[src/rtl/lpt_pkg.sv]
package lpt_pkg;
  localparam int AW      = 3;
  localparam int DW      = 8;
  localparam int CW      = 6;
  localparam int STW     = 5;
  localparam int DIR_BIT = 5;

  localparam logic [AW-1:0] OFS_DATA = 3'd0;
  localparam logic [AW-1:0] OFS_STAT = 3'd1;
  localparam logic [AW-1:0] OFS_CTRL = 3'd2;
  localparam logic [AW-1:0] OFS_MODE = 3'd6;

  typedef enum logic [2:0] {
    MODE_COMPAT = 3'b000,
    MODE_EXT    = 3'b001,
    MODE_FIFO   = 3'b010,
    MODE_ECP    = 3'b011,
    MODE_EPP    = 3'b100
  } lpt_mode_e;
endpackage

[src/rtl/lpt_sync.sv]
module lpt_sync #(
  parameter int W      = 8,
  parameter int STAGES = 2
) (
  input  logic         clk_i,
  input  logic         rst_ni,
  input  logic [W-1:0] d_i,
  output logic [W-1:0] q_o
);
  logic [W-1:0] stg_q [STAGES];

  for (genvar s = 0; s < STAGES; s++) begin : g_stg
    if (s == 0) begin : g_first
      always_ff @(posedge clk_i or negedge rst_ni)
        if (!rst_ni) stg_q[s] <= '0;
        else         stg_q[s] <= d_i;
    end else begin : g_next
      always_ff @(posedge clk_i or negedge rst_ni)
        if (!rst_ni) stg_q[s] <= '0;
        else         stg_q[s] <= stg_q[s-1];
    end
  end

  assign q_o = stg_q[STAGES-1];
endmodule

[src/rtl/lpt_regs.sv]
module lpt_regs
  import lpt_pkg::*;
(
  input  logic          clk_i,
  input  logic          rst_ni,
  input  logic [AW-1:0] addr_i,
  input  logic          wr_i,
  input  logic [DW-1:0] wdata_i,
  output logic [DW-1:0] data_o,
  output logic [CW-1:0] ctl_o,
  output logic [2:0]    mode_o,
  output logic          cfg_done_o
);
  logic [DW-1:0] data_q;
  logic [CW-1:0] ctl_q;
  logic [2:0]    mode_q;
  logic          cfg_done_q;

  always_ff @(posedge clk_i or negedge rst_ni) begin
    if (!rst_ni) begin
      data_q     <= '0;
      ctl_q      <= '0;
      mode_q     <= MODE_COMPAT;
      cfg_done_q <= 1'b0;
    end else if (wr_i) begin
      case (addr_i)
        OFS_DATA: data_q <= wdata_i;
        OFS_CTRL: begin
          ctl_q      <= wdata_i[CW-1:0];
          cfg_done_q <= 1'b1;
        end
        OFS_MODE: mode_q <= wdata_i[DW-1:DW-3];
        default: ;  // status and unused offsets ignore writes
      endcase
    end
  end


  cfg_sticky_chk: assert property (@(posedge clk_i) disable iff (!rst_ni)
    !$fell(cfg_done_q));


  data_load_chk: assert property (@(posedge clk_i) disable iff (!rst_ni)
    (wr_i && addr_i == OFS_DATA) |=> (data_q == $past(wdata_i)));

  assign data_o     = data_q;
  assign ctl_o      = ctl_q;
  assign mode_o     = mode_q;
  assign cfg_done_o = cfg_done_q;
endmodule

[src/rtl/lpt_host_regs.sv]
module lpt_host_regs
  import lpt_pkg::*;
(
  input  logic           clk_i,
  input  logic           rst_ni,
  input  logic [AW-1:0]  addr_i,
  input  logic           rd_i,
  input  logic           wr_i,
  input  logic [DW-1:0]  wdata_i,
  output logic [DW-1:0]  rdata_o,
  output logic [DW-1:0]  pd_o,
  output logic           pd_oe_o,
  input  logic [DW-1:0]  pd_i,
  output logic [3:0]     ctl_o,
  output logic           ctl_oe_o,
  input  logic [STW-1:0] stat_i
);
  localparam int SYNC_STAGES = 2;

  logic [DW-1:0]  data_q, pd_sync;
  logic [CW-1:0]  ctl_q;
  logic [2:0]     mode_q;
  logic           cfg_done;
  logic [STW-1:0] stat_sync;
  logic           ext_q, turn_in;
  logic           pd_oe_q;
  logic [DW-1:0]  rd_mux, rdata_q;

  lpt_regs u_regs (
    .clk_i, .rst_ni, .addr_i, .wr_i, .wdata_i,
    .data_o(data_q), .ctl_o(ctl_q), .mode_o(mode_q), .cfg_done_o(cfg_done)
  );

  lpt_sync #(.W(DW), .STAGES(SYNC_STAGES)) u_pd_sync (
    .clk_i, .rst_ni, .d_i(pd_i), .q_o(pd_sync)
  );

  lpt_sync #(.W(STW), .STAGES(SYNC_STAGES)) u_st_sync (
    .clk_i, .rst_ni, .d_i(stat_i), .q_o(stat_sync)
  );

  assign ext_q   = (mode_q == MODE_EXT);
  assign turn_in = ext_q && ctl_q[DIR_BIT];

  // enable follows register state one cycle later
  always_ff @(posedge clk_i or negedge rst_ni)
    if (!rst_ni) pd_oe_q <= 1'b1;
    else         pd_oe_q <= !turn_in;

  always_comb begin
    case (addr_i)
      OFS_DATA: rd_mux = turn_in ? pd_sync : data_q;
      OFS_STAT: rd_mux = {stat_sync, {(DW-STW){1'b0}}};
      OFS_CTRL: rd_mux = {{(DW-CW){1'b0}}, ctl_q};
      OFS_MODE: rd_mux = {mode_q, {(DW-3){1'b0}}};
      default:  rd_mux = '0;
    endcase
  end

  always_ff @(posedge clk_i or negedge rst_ni)
    if (!rst_ni)   rdata_q <= '0;
    else if (rd_i) rdata_q <= rd_mux;


  compat_drive_chk: assert property (@(posedge clk_i) disable iff (!rst_ni)
    !ext_q |=> pd_oe_q);


  ext_release_chk: assert property (@(posedge clk_i) disable iff (!rst_ni)
    (ext_q && ctl_q[DIR_BIT]) |=> !pd_oe_q);


  oe_on_write_chk: assert property (@(posedge clk_i) disable iff (!rst_ni)
    !$stable(pd_oe_q) |-> $past(wr_i, 2));


  unused_zero_chk: assert property (@(posedge clk_i) disable iff (!rst_ni)
    (rd_i && (addr_i == 3'd3 || addr_i == 3'd7)) |=> (rdata_q == '0));

  assign rdata_o  = rdata_q;
  assign pd_o     = data_q;
  assign pd_oe_o  = pd_oe_q;
  assign ctl_o    = ctl_q[3:0];
  assign ctl_oe_o = cfg_done;
endmodule

[config.mk]
export PLATFORM = sky130hd
export DESIGN_NAME = lpt_host_regs
export DESIGN_NICKNAME = d
export VERILOG_FILES = /design/src/rtl/lpt_pkg.sv /design/src/rtl/lpt_sync.sv /design/src/rtl/lpt_regs.sv /design/src/rtl/lpt_host_regs.sv
export SDC_FILE = /design/constraint.sdc
export NUM_CORES = 1
export LEC_CHECK = 0
export BUFFER_PORTS_ARGS = -buffer_cell sky130_fd_sc_hd__buf_2
export CAP_MARGIN = 20
export CORE_MARGIN = 3
export CORE_UTILIZATION = 40
export DETAILED_ROUTE_END_ITERATION = 8
export PLACE_DENSITY = 0.66
export SETUP_SLACK_MARGIN = 0.1
export SYNTH_ARGS = -nofsm -noshare
export SYNTH_HDL_FRONTEND = slang
export SYNTH_SLANG_ARGS = --single-unit
[constraint.sdc]
create_clock -name clk_i -period 2.9 [get_ports clk_i]
set_clock_uncertainty 0.2 [all_clocks]
set_input_delay 0.29 -clock clk_i [delete_from_list [all_inputs] [get_ports clk_i]]
set_output_delay 0.29 -clock clk_i [all_outputs]
set_load 0.01 [all_outputs]
==> impl_metrics.env <==
export IMPL_use_met3_pct=3.61
export IMPL_postRouteAntennaNets=0
export IMPL_wl_per_cell_microns=15.4
export IMPL_critPathLaunchType="flip-flop"
export IMPL_numCtsBuffers=5
export IMPL_cp_max_fo=9
export IMPL_yosysWarnings=0
export IMPL_clkPwrFrac_pct=30.9
export IMPL_ys_ff_latch=53
export IMPL_start_util_pct=41.9
export IMPL_synth_edf_count=0
export IMPL_setup_viol=0
export IMPL_post_cts_resized=0
export IMPL_worstMarginPinSlew_ns=0.617
export IMPL_io_pin_count=50
export IMPL_status="completed"
export IMPL_cts_sinks=53
export IMPL_drive_gt1_share_pct=38.6
export IMPL_dieArea_sq_um=6340
export IMPL_first_pass_iters=4
export IMPL_port_buffers=49
export IMPL_use_met2_pct=21.7
export IMPL_slew_headroom_pct=58.8
export IMPL_cts_max_level=2
export IMPL_avgViaCountPerCell=5.13
export IMPL_max_vdd_ir_drop_mv=0.340
export IMPL_ff_latch_area_sq_um=1330
export IMPL_drt_iter0_drc=125
export IMPL_antenna_found_initial=0
export IMPL_grt_pass1_vias=1416
export IMPL_setup_tns_final_ns=0
export IMPL_pwr_share_comb_pct=15.6
export IMPL_clk_path_buf_depth=2
export IMPL_synth_area_leaders="dfrtp_1 (60%), mux2_2 (8.3%), mux2i_1 (4.2%)"
export IMPL_synth_area_sq_um=2170
export IMPL_via_count=1436
export IMPL_drc=0
export IMPL_end_kind="flip-flop"
export IMPL_die_y_microns=79.6
export IMPL_drt_total_wl_microns=4320
export IMPL_busiest_layer="met2"
export IMPL_cts_hold_buf=14
export IMPL_p_leak_nw=1.18
export IMPL_switching_share_pct=24.5
export IMPL_grt_overflow_total=0
export IMPL_cts_tree="built"
export IMPL_fp_dieW_microns=79.6
export IMPL_root_buffer="clkbuf_8"
export IMPL_core_area_sq_um=5170
export IMPL_maxCapViolCount=0
export IMPL_cts_clk_slew_worst_paths_ns=0.09
export IMPL_fillers=454
export IMPL_grt_pass1_wl_microns=7000
export IMPL_powerDensity_nw_per_um2=619
export IMPL_rsz0062_at_grt="no"
export IMPL_syn_to_final_growth_pct=21.8
export IMPL_worst_slack_ns=1.22
export IMPL_multi_input_area_sq_um=673
export IMPL_place_gp_congestion=0.797
export IMPL_crit_arrival_ns=1.65
export IMPL_insertedDiodeCount=0
export IMPL_nNetsFinal=237
export IMPL_finalCriticalPeriod_ns=1.68
export IMPL_yosysTopAreaCell="dfrtp_1"
export IMPL_hold_viol=0
export IMPL_final_period_utilization_pct=57.8
export IMPL_async_flop_share_pct=100
export IMPL_cts_setup_buffers=0
export IMPL_ys_flop_type="dfrtp_1"
export IMPL_synth_top_area_share_pct=60.0
export IMPL_grt_use_met1_pct=19.9
export IMPL_synthTopCellsByCount="dfrtp_1 (52), mux2_2 (16), nor4b_1 (10)"
export IMPL_ys_types=33
export IMPL_worstSkewPairLatency_ns=0.30
export IMPL_hold_class="in2reg"
export IMPL_syn_avg_cell_area_sq_um=14.2
export IMPL_row_count=26
export IMPL_synthCells=153
export IMPL_grt_usage_pct=14.3
export IMPL_internal_power_mw=1.24
export IMPL_slew_violations=0
export IMPL_synth_most_common_cell="dfrtp_1"
export IMPL_grt_start_max_net_pins=29
export IMPL_worstSetupPathType="reg2reg"
export IMPL_dpl_worst_slack_ns=1.07
export IMPL_seqPwrFrac_pct=53.5
export IMPL_switching_power_uw=400
export IMPL_ys_seq_area_share_pct=61.2
export IMPL_dpl_hpwl_microns=3020
export IMPL_syn_nets=181
export IMPL_required_ns=2.87
export IMPL_fmax_mhz=597
-- per-stage QoR --
stage	cells	cell area, sq um	hold WS [ns]	power [mW]	utilization (%)
floorplan	153	2170	-0.206	1.04	-
global placement	258	2390	0.133	1.13	46.1
detailed placement	258	2390	0.136	1.13	46.1
CTS	280	2640	0.0172	1.66	51.1
global route	280	2640	0.0254	1.71	51.1
finish	280	2640	0.0287	1.64	51.1
-- cell families after synthesis --
| family | share of synthesized area [%] |
|---|---|
| flops | 61.2 |
| compound gates | 5.13 |
| simple gates | 12.9 |
| mux | 13.0 |
| buf+inv | 7.78 |
-- registers in the layout, indices dropped and copies added (netlist names) --
name	flops
u_pd_sync.stg_q	8
pd_oe_o	1
u_regs.cfg_done_o	1
rdata_o	8
u_regs.data_o	8
u_pd_sync.q_o	8
u_st_sync.q_o	5
u_regs.mode_o	3
u_regs.ctl_o	6
u_st_sync.stg_q	5
-- worst paths after layout --
check                                        startpoint                           end  slack (ns)  cells past startpoint
max in group asynchronous                        rst_ni  u_regs.data_o[6]$_DFFE_PN0P_        1.52                      3
hold reg to reg            u_pd_sync.stg_q[9]$_DFF_PN0_    u_pd_sync.q_o[1]$_DFF_PN0_        0.15                      0
setup / recovery           u_regs.mode_o[2]$_DFFE_PN0P_        rdata_o[4]$_DFFE_PN0P_        1.22                      3
setup reg to reg           u_regs.mode_o[2]$_DFFE_PN0P_        rdata_o[4]$_DFFE_PN0P_        1.22                      3
hold / removal                               wdata_i[2]   u_regs.ctl_o[2]$_DFFE_PN0P_        0.03                      2
min in group asynchronous                        rst_ni        rdata_o[1]$_DFFE_PN0P_        0.32                      2
-- worst max-delay path: stages (launching register included) --
cell and delay (ns):
dfrtp_1 0.41, and4bb_2 0.54, mux2i_1 0.26, o221ai_1 0.13
-- power groups by stage --
stage               combinational, mW  clock (mW)  sequential, mW
CTS                             0.258       0.523           0.876
floorplan                       0.148           0           0.890
detailed placement              0.244           0           0.890
finish                          0.255       0.506           0.875
global route                    0.282       0.548           0.885
global placement                0.239           0           0.891
-- layer usage --
metal  part of all wire, %  vias up
met2                    47       43
met5                     0        -
met3                   6.0        6
met1                    45      723
met4                   1.8        0
li1                      -      664
-- cell type report --
cell class	count	share of cell area [%]
tap	70	3.31
sequential	53	50.2
timing repair buffer	65	15.2
clock inverter	1	1.14
inverter	10	1.42
multi-input combinational	74	25.5
clock buffer	7	3.27
-- cells in the final DEF (no fill, tap or decap), types with 2 or more instances in the layout --
master,n
inv_1,9
dfrtp_1,52
nand3_1,4
o211ai_1,2
dlygate4sd3_1,14
nand2_1,2
mux2i_1,9
and3b_1,4
and4bb_2,4
o2111ai_1,2
o221ai_1,7
and4b_1,2
nor4b_1,10
buf_4,2
clkbuf_8,6
mux2_2,16
buf_2,49
Power figures use the tool's default switching activity.
